--- config.mk ---
export PLATFORM = sky130hd
export DESIGN_NAME = uart_tx_core
export DESIGN_NICKNAME = d
export VERILOG_FILES = /design/src/rtl/uart_tx_pkg.sv /design/src/rtl/uart_tx_fifo.sv /design/src/rtl/uart_tx_baud.sv /design/src/rtl/uart_tx_shifter.sv /design/src/rtl/uart_tx_core.sv
export SDC_FILE = /design/constraint.sdc
export NUM_CORES = 1
export LEC_CHECK = 0
export ABC_AREA = 1
export BUFFER_PORTS_ARGS = -buffer_cell sky130_fd_sc_hd__buf_2
export CAP_MARGIN = 40
export CORE_MARGIN = 3
export CORE_UTILIZATION = 45
export DETAILED_ROUTE_END_ITERATION = 10
export GPL_TIMING_DRIVEN = 0
export PLACE_DENSITY_LB_ADDON = 0.15
export SYNTH_ARGS = -nofsm -noshare
export SYNTH_HDL_FRONTEND = slang
export SYNTH_HIERARCHICAL = 1
export SYNTH_SLANG_ARGS = --single-unit
--- constraint.sdc ---
create_clock -name clk -period 5.4 [get_ports clk]
set_input_delay 0.54 -clock clk [delete_from_list [all_inputs] [get_ports clk]]
set_output_delay 0.54 -clock clk [all_outputs]
set_load 0.01 [all_outputs]
--- src/rtl/uart_tx_pkg.sv ---
package uart_tx_pkg;
  typedef enum logic [2:0] {
    ST_IDLE,
    ST_START,
    ST_DATA,
    ST_PAR,
    ST_STOP
  } tx_state_e;

  typedef struct packed {
    logic [1:0] wlen;
    logic       two_stop;
    logic       par_en;
    logic       par_even;
    logic       par_stick;
  } frame_cfg_t;
endpackage

--- src/rtl/uart_tx_fifo.sv ---
module uart_tx_fifo #(
  parameter int W     = 8,
  parameter int DEPTH = 16
) (
  input  logic         clk,
  input  logic         rst_n,
  input  logic         push,
  input  logic [W-1:0] din,
  input  logic         pop,
  output logic [W-1:0] dout,
  output logic         full,
  output logic         empty,
  output logic         drop
);
  localparam int AW = (DEPTH > 1) ? $clog2(DEPTH) : 1;
  localparam int CW = AW + 1;

  logic [W-1:0]  mem [DEPTH];
  logic [AW-1:0] wptr, rptr;
  logic [CW-1:0] count;
  logic          do_push, do_pop;

  assign full    = (count == CW'(DEPTH));
  assign empty   = (count == '0);
  assign do_push = push && !full;
  assign do_pop  = pop && !empty;
  assign drop    = push && full;
  assign dout    = mem[rptr];

  function automatic logic [AW-1:0] bump(input logic [AW-1:0] p);
    return (p == AW'(DEPTH - 1)) ? '0 : p + 1'b1;
  endfunction

  always_ff @(posedge clk or negedge rst_n) begin
    if (!rst_n) begin
      wptr  <= '0;
      rptr  <= '0;
      count <= '0;
    end else begin
      if (do_push) wptr <= bump(wptr);
      if (do_pop)  rptr <= bump(rptr);
      case ({do_push, do_pop})
        2'b10:   count <= count + 1'b1;
        2'b01:   count <= count - 1'b1;
        default: count <= count;
      endcase
    end
  end

  always_ff @(posedge clk) begin
    if (do_push) mem[wptr] <= din;
  end

  AST_DROP_KEEPS_FULL: assert property (@(posedge clk) disable iff (!rst_n)
    (push && full && !pop) |=> full);
endmodule

--- src/rtl/uart_tx_baud.sv ---
module uart_tx_baud #(
  parameter int DIV_W   = 16,
  parameter int MIN_DIV = 11
) (
  input  logic             clk,
  input  logic             rst_n,
  input  logic             load,
  input  logic [DIV_W-1:0] divisor,
  input  logic             run,
  output logic             tick
);
  localparam int CW = DIV_W + 1;

  logic [DIV_W-1:0] div_q, eff;
  logic [CW-1:0]    cnt, last;

  assign eff  = (div_q < DIV_W'(MIN_DIV)) ? DIV_W'(MIN_DIV) : div_q;
  assign last = {1'b0, eff} + CW'(1);
  assign tick = run && (cnt == last);

  always_ff @(posedge clk or negedge rst_n) begin
    if (!rst_n) begin
      div_q <= DIV_W'(MIN_DIV);
      cnt   <= '0;
    end else begin
      if (load) div_q <= divisor;
      if (!run || tick) cnt <= '0;
      else              cnt <= cnt + 1'b1;
    end
  end

  AST_CNT_BOUND: assert property (@(posedge clk) disable iff (!rst_n)
    run |-> (cnt <= last));
  AST_TICK_RESTART: assert property (@(posedge clk) disable iff (!rst_n)
    tick |=> (cnt == '0));
endmodule

--- src/rtl/uart_tx_shifter.sv ---
module uart_tx_shifter
  import uart_tx_pkg::*;
(
  input  logic       clk,
  input  logic       rst_n,
  input  logic       can_start,
  input  logic [7:0] data,
  input  frame_cfg_t cfg,
  input  logic       tick,
  input  logic       brk,
  output logic       pop,
  output logic       busy,
  output logic       txd
);
  tx_state_e  state;
  logic [7:0] shreg;
  logic [2:0] bitcnt;
  logic [1:0] wlen_q;
  logic       two_q, pen_q, par_q;
  logic       last_stop, line, par_new;
  logic [7:0] mask;

  assign last_stop = !two_q || (bitcnt == 3'd1);
  assign pop = can_start &&
               ((state == ST_IDLE) || (state == ST_STOP && tick && last_stop));
  assign busy = (state != ST_IDLE);

  assign mask = 8'hFF >> (2'd3 - cfg.wlen);
  always_comb begin
    if (cfg.par_stick) par_new = !cfg.par_even;
    else if (cfg.par_even) par_new = ^(data & mask);
    else par_new = ~^(data & mask);
  end

  always_comb begin
    case (state)
      ST_START: line = 1'b0;
      ST_DATA:  line = shreg[0];
      ST_PAR:   line = par_q;
      default:  line = 1'b1;
    endcase
  end
  assign txd = line && !brk;

  always_ff @(posedge clk or negedge rst_n) begin
    if (!rst_n) begin
      state  <= ST_IDLE;
      shreg  <= '0;
      bitcnt <= '0;
      wlen_q <= '0;
      two_q  <= 1'b0;
      pen_q  <= 1'b0;
      par_q  <= 1'b0;
    end else if (pop) begin
      state  <= ST_START;
      shreg  <= data;
      bitcnt <= '0;
      wlen_q <= cfg.wlen;
      two_q  <= cfg.two_stop;
      pen_q  <= cfg.par_en;
      par_q  <= par_new;
    end else if (tick) begin
      case (state)
        ST_START: begin
          state  <= ST_DATA;
          bitcnt <= '0;
        end
        ST_DATA: begin
          shreg <= shreg >> 1;
          if (bitcnt == 3'd4 + {1'b0, wlen_q}) begin
            state  <= pen_q ? ST_PAR : ST_STOP;
            bitcnt <= '0;
          end else begin
            bitcnt <= bitcnt + 1'b1;
          end
        end
        ST_PAR: begin
          state  <= ST_STOP;
          bitcnt <= '0;
        end
        ST_STOP: begin
          if (last_stop) state <= ST_IDLE;
          else bitcnt <= bitcnt + 1'b1;
        end
        default: state <= ST_IDLE;
      endcase
    end
  end

  AST_START_LOW: assert property (@(posedge clk) disable iff (!rst_n)
    pop |=> (line == 1'b0));
  AST_IDLE_NO_TICK_MOVE: assert property (@(posedge clk) disable iff (!rst_n)
    (busy && !tick && !pop) |=> $stable(state));
endmodule

--- src/rtl/uart_tx_core.sv ---
module uart_tx_core
  import uart_tx_pkg::*;
#(
  parameter int FIFO_DEPTH = 16,
  parameter int DIV_W      = 16,
  parameter int MIN_DIV    = 11
) (
  input  logic             clk,
  input  logic             rst_n,
  input  logic             wr_en,
  input  logic [7:0]       wr_data,
  output logic             fifo_full,
  input  logic [1:0]       word_len,
  input  logic             two_stop,
  input  logic             par_en,
  input  logic             par_even,
  input  logic             par_stick,
  input  logic             brk,
  input  logic [1:0]       div_mode,
  input  logic [DIV_W-1:0] divisor,
  input  logic             cts_auto,
  input  logic             cts_n,
  input  logic             ovf_clr,
  output logic             ovf_flag,
  input  logic             thre_ie,
  output logic             thre_irq,
  output logic             fifo_empty,
  output logic             tx_empty,
  output logic             txd
);
  localparam logic [1:0] DIRECT_MODE = 2'd3;

  logic       f_empty, f_drop, pop, tick, busy, can_start, mode_ok, cts_ok;
  logic [7:0] f_dout;
  frame_cfg_t cfg;

  assign cfg = '{wlen: word_len, two_stop: two_stop, par_en: par_en,
                 par_even: par_even, par_stick: par_stick};

  assign mode_ok   = (div_mode == DIRECT_MODE);
  assign cts_ok    = !cts_auto || !cts_n;
  assign can_start = !f_empty && mode_ok && cts_ok;

  uart_tx_fifo #(.W(8), .DEPTH(FIFO_DEPTH)) u_fifo (
    .clk(clk), .rst_n(rst_n), .push(wr_en), .din(wr_data), .pop(pop),
    .dout(f_dout), .full(fifo_full), .empty(f_empty), .drop(f_drop)
  );

  uart_tx_baud #(.DIV_W(DIV_W), .MIN_DIV(MIN_DIV)) u_baud (
    .clk(clk), .rst_n(rst_n), .load(pop), .divisor(divisor),
    .run(busy), .tick(tick)
  );

  uart_tx_shifter u_shift (
    .clk(clk), .rst_n(rst_n), .can_start(can_start), .data(f_dout),
    .cfg(cfg), .tick(tick), .brk(brk), .pop(pop), .busy(busy), .txd(txd)
  );

  always_ff @(posedge clk or negedge rst_n) begin
    if (!rst_n)       ovf_flag <= 1'b0;
    else if (f_drop)  ovf_flag <= 1'b1;
    else if (ovf_clr) ovf_flag <= 1'b0;
  end

  assign fifo_empty = f_empty;
  assign tx_empty   = f_empty && !busy;
  assign thre_irq   = thre_ie && f_empty;

  AST_MODE_HOLD: assert property (@(posedge clk) disable iff (!rst_n)
    (!busy && !mode_ok) |=> !busy);
  AST_CTS_HOLD: assert property (@(posedge clk) disable iff (!rst_n)
    (!busy && cts_auto && cts_n) |=> !busy);
  AST_OVF_STICKY: assert property (@(posedge clk) disable iff (!rst_n)
    (ovf_flag && !ovf_clr) |=> ovf_flag);
  AST_IDLE_MARK: assert property (@(posedge clk) disable iff (!rst_n)
    (tx_empty && !brk) |-> txd);
endmodule

==> flow_metrics.py <==
metrics = {
    "status": {
        "status": "completed",
    },
    "sta": {
        "slew_violations": 0,
        "period_minus_slack_ps": 4760,
        "fin_skew_ps": 14.4,
        "worst_pin_slew_ps": 827,
        "finalHoldViolCount": 0,
        "max_freq_ghz": 0.210,
        "rsz0062_at_grt": "false",
        "setup_violations": 0,
        "fin_crit_sh": 0.881,
        "setup-tns-final_ps": 0,
        "slew_headroom": 0.447,
    },
    "floorplan": {
        "start_util": 0.464,
        "core-area_mm2": 0.0214,
        "ios": 46,
        "die_x_um": 154,
        "die_area_mm2": 0.0238,
        "num_rows": 53,
        "die-height_um": 154,
    },
    "yosys": {
        "synthesis.area_mm2": 0.00990,
        "syn_inst": 1108,
        "synth_edf_count": 128,
        "ys.flop_type": "edfxtp_1",
        "seq_area_frac_synth": 0.555,
        "avgSynthCellArea_um2": 8.94,
        "ys_ff_latch": 194,
        "async_flop_share": 0.340,
        "ys.warnings.count": 6,
        "synth_fp_nets": 1162,
        "yosysUniqueCellTypes": 47,
    },
    "global_routing": {
        "grt_max_degree": 54,
        "grtUsageTotal": 0.186,
        "antenna_found_initial": 0,
        "grt_first_pass_wirelength_mm": 34.7,
        "grt-ovfl-total": 0,
        "grt_pass1_vias": 6517,
    },
    "clock_tree": {
        "clk_pin_slew_ps": 80,
        "root_buffer": "clkbuf_16",
        "post_cts_resized": 0,
        "postCtsSetupBuffers": 0,
        "htree_num_levels": 4,
        "cts_sinks": 194,
        "clockBufferDepth": 2,
        "cts_hold_buf": 1,
        "numCtsBuffers": 17,
        "insertion_delay_ps": 440,
        "cts_tree": "done",
    },
    "route": {
        "avgRoutedWirePerCell_um": 14.6,
        "drc": 0,
        "viasPerCell": 4.82,
        "postRouteAntennaNets": 0,
        "num_vias": 7049,
        "wirelength_mm": 21.3,
        "drt_iter0_markers": 472,
        "dr.pass1.iters": 5,
    },
    "power": {
        "peakVddDrop_v": 0.000178,
        "power_density_mw_per_mm2": 301,
        "p_leak_nw": 5.12,
    },
    "placed_design": {
        "dp_hpwl_mm": 14.9,
        "gp_congestion": 0.850,
        "place.port_buffers": 45,
        "placed_cell_area_mm2": 0.0105,
    },
    "final_layout": {
        "nets": 1228,
        "utilization": 0.519,
        "layout-drive-gt1-share": 0.131,
        "n_fill_cell": 1987,
        "area_delta_synth_final_pct": 11.9,
        "antennaDiodeCount": 0,
        "fin_area_mm2": 0.0111,
    },
    "flow_run": {
        "maxCapViolCount": 0,
    },
    "hold_path": {
        "min-delay-path-class": "primary input to flop",
    },
    "setup_path": {
        "crit_required_ps": 5730,
        "cp-end-kind": "flop",
        "crit_slowest_cell": "dfrtp_1",
        "crit_type": "flop to flop",
        "rrSetupSlack_ps": 640,
        "max_stage_delay_ps": 450,
        "crit_top_cell": "nand2_1",
        "cp.arrival_ps": 5090,
        "cp_max_fo": 11,
        "critPathLaunchType": "flop",
    },
}
-- cells in the mapped netlist (all sizes together), types with 9 or more instances --
master,n,area share
buf,22,0.016
ha,13,0.016
nand4,9,0.0072
nand3,126,0.066
xnor2,19,0.017
o21ai,41,0.021
xor2,24,0.021
edfxtp,128,0.39
nand2,344,0.13
dfrtp,63,0.16
inv,195,0.074
nor2,79,0.037
-- worst paths after layout --
check / start / depth (start not counted) / to
max in group asynchronous: rst_n / 3 / u_baud/div_q[1]
setup reg to reg: u_baud/div_q[13] / 29 / u_fifo/count[4]
setup / recovery: u_baud/div_q[13] / 29 / u_fifo/count[4]
hold / removal: ovf_clr / 2 / ovf_flag
min in group asynchronous: rst_n / 2 / u_shift/two_q
hold reg to reg: u_shift/two_q / 2 / u_shift/two_q
-- stage by stage --
step	setup WS (ps)	std cells	hold slack (ps)	total power [W]
2_1_floorplan	1350	1108	244	0.00201
5_1_grt	136	1462	287	0.00350
3_5_place_dp	660	1429	412	0.00215
6_report	640	1462	281	0.00334
3_3_place_gp	707	1428	462	0.00213
4_1_cts	642	1462	267	0.00338
-- kinds of logic (layout without fill, tap and decap cells) --
kind of cell	count (synthesis)	in the layout	share of synthesized area
buffers and inverters	225	304	0.0934
XOR/XNOR	44	44	0.0403
AO/OA/AOI/OAI	53	53	0.0294
AND/OR/NAND/NOR	567	567	0.251
multiplexers	11	11	0.0120
adder cells (fa/ha/maj)	14	14	0.0184
flip-flops	194	194	0.555
-- layer usage --
layer | GRT usage | share of wire
met4 | 0.0425 | 0.010
met1 | 0.266 | 0.48
met3 | 0.0319 | 0.041
met5 | 0 | 0
met2 | 0.300 | 0.47
-- cells in the final DEF (no fill, tap or decap), drive strengths merged, types with 3 or more instances in the layout --
cell    count
a21oi       6
buf        68
clkbuf     27
clkinv      6
dfrtp      63
dfstp       3
edfxtp    128
ha         13
inv       202
mux2        7
mux2i       4
nand2     344
nand3     126
nand4       9
nor2       79
o21ai      41
xnor2      19
xor2       24
-- where the power goes --
group | internal (W) | switching (W)
logic | 0.000113 | 0.000251
clock network | 0.000618 | 0.000610
registers | 0.00170 | 0.0000469
total | 0.00243 | 0.000908
-- state kept, by name (all words and copies together), names as in the netlist --
name	cells
u_fifo/count	5
u_shift/par_q	1
u_fifo/wptr	4
u_shift/two_q	1
ovf_flag	1
u_shift/state	3
u_baud/cnt	17
u_shift/shreg	8
u_fifo/rptr	4
u_shift/pen_q	1
u_baud/div_q	16
u_shift/wlen_q	2
u_shift/bitcnt	3
u_fifo/mem	128
-- area by class of cell --
class                           instances  area [um^2]  share of cell area
Inverter                              195          734              0.0663
Clock inverter                         13          138              0.0124
Timing Repair Buffer                   47          265              0.0239
Clock buffer                           19          433              0.0391
Sequential cell                       194         5500               0.496
Tap cell                              275          344              0.0310
Multi-Input combinational cell        689         3480               0.314
Buffer                                 30          190              0.0172
-- critical path: cells and delay by family, from the launching register on --
| family | cells | cell delay, ps |
|---|---|---|
| buffers and inverters | 5 | 620 |
| XOR/XNOR | 1 | 210 |
| adder cells (fa/ha/maj) | 3 | 830 |
| flip-flops | 1 | 450 |
| AND/OR/NAND/NOR | 19 | 2240 |
| AO/OA/AOI/OAI | 1 | 300 |
Power figures use the tool's default switching activity.
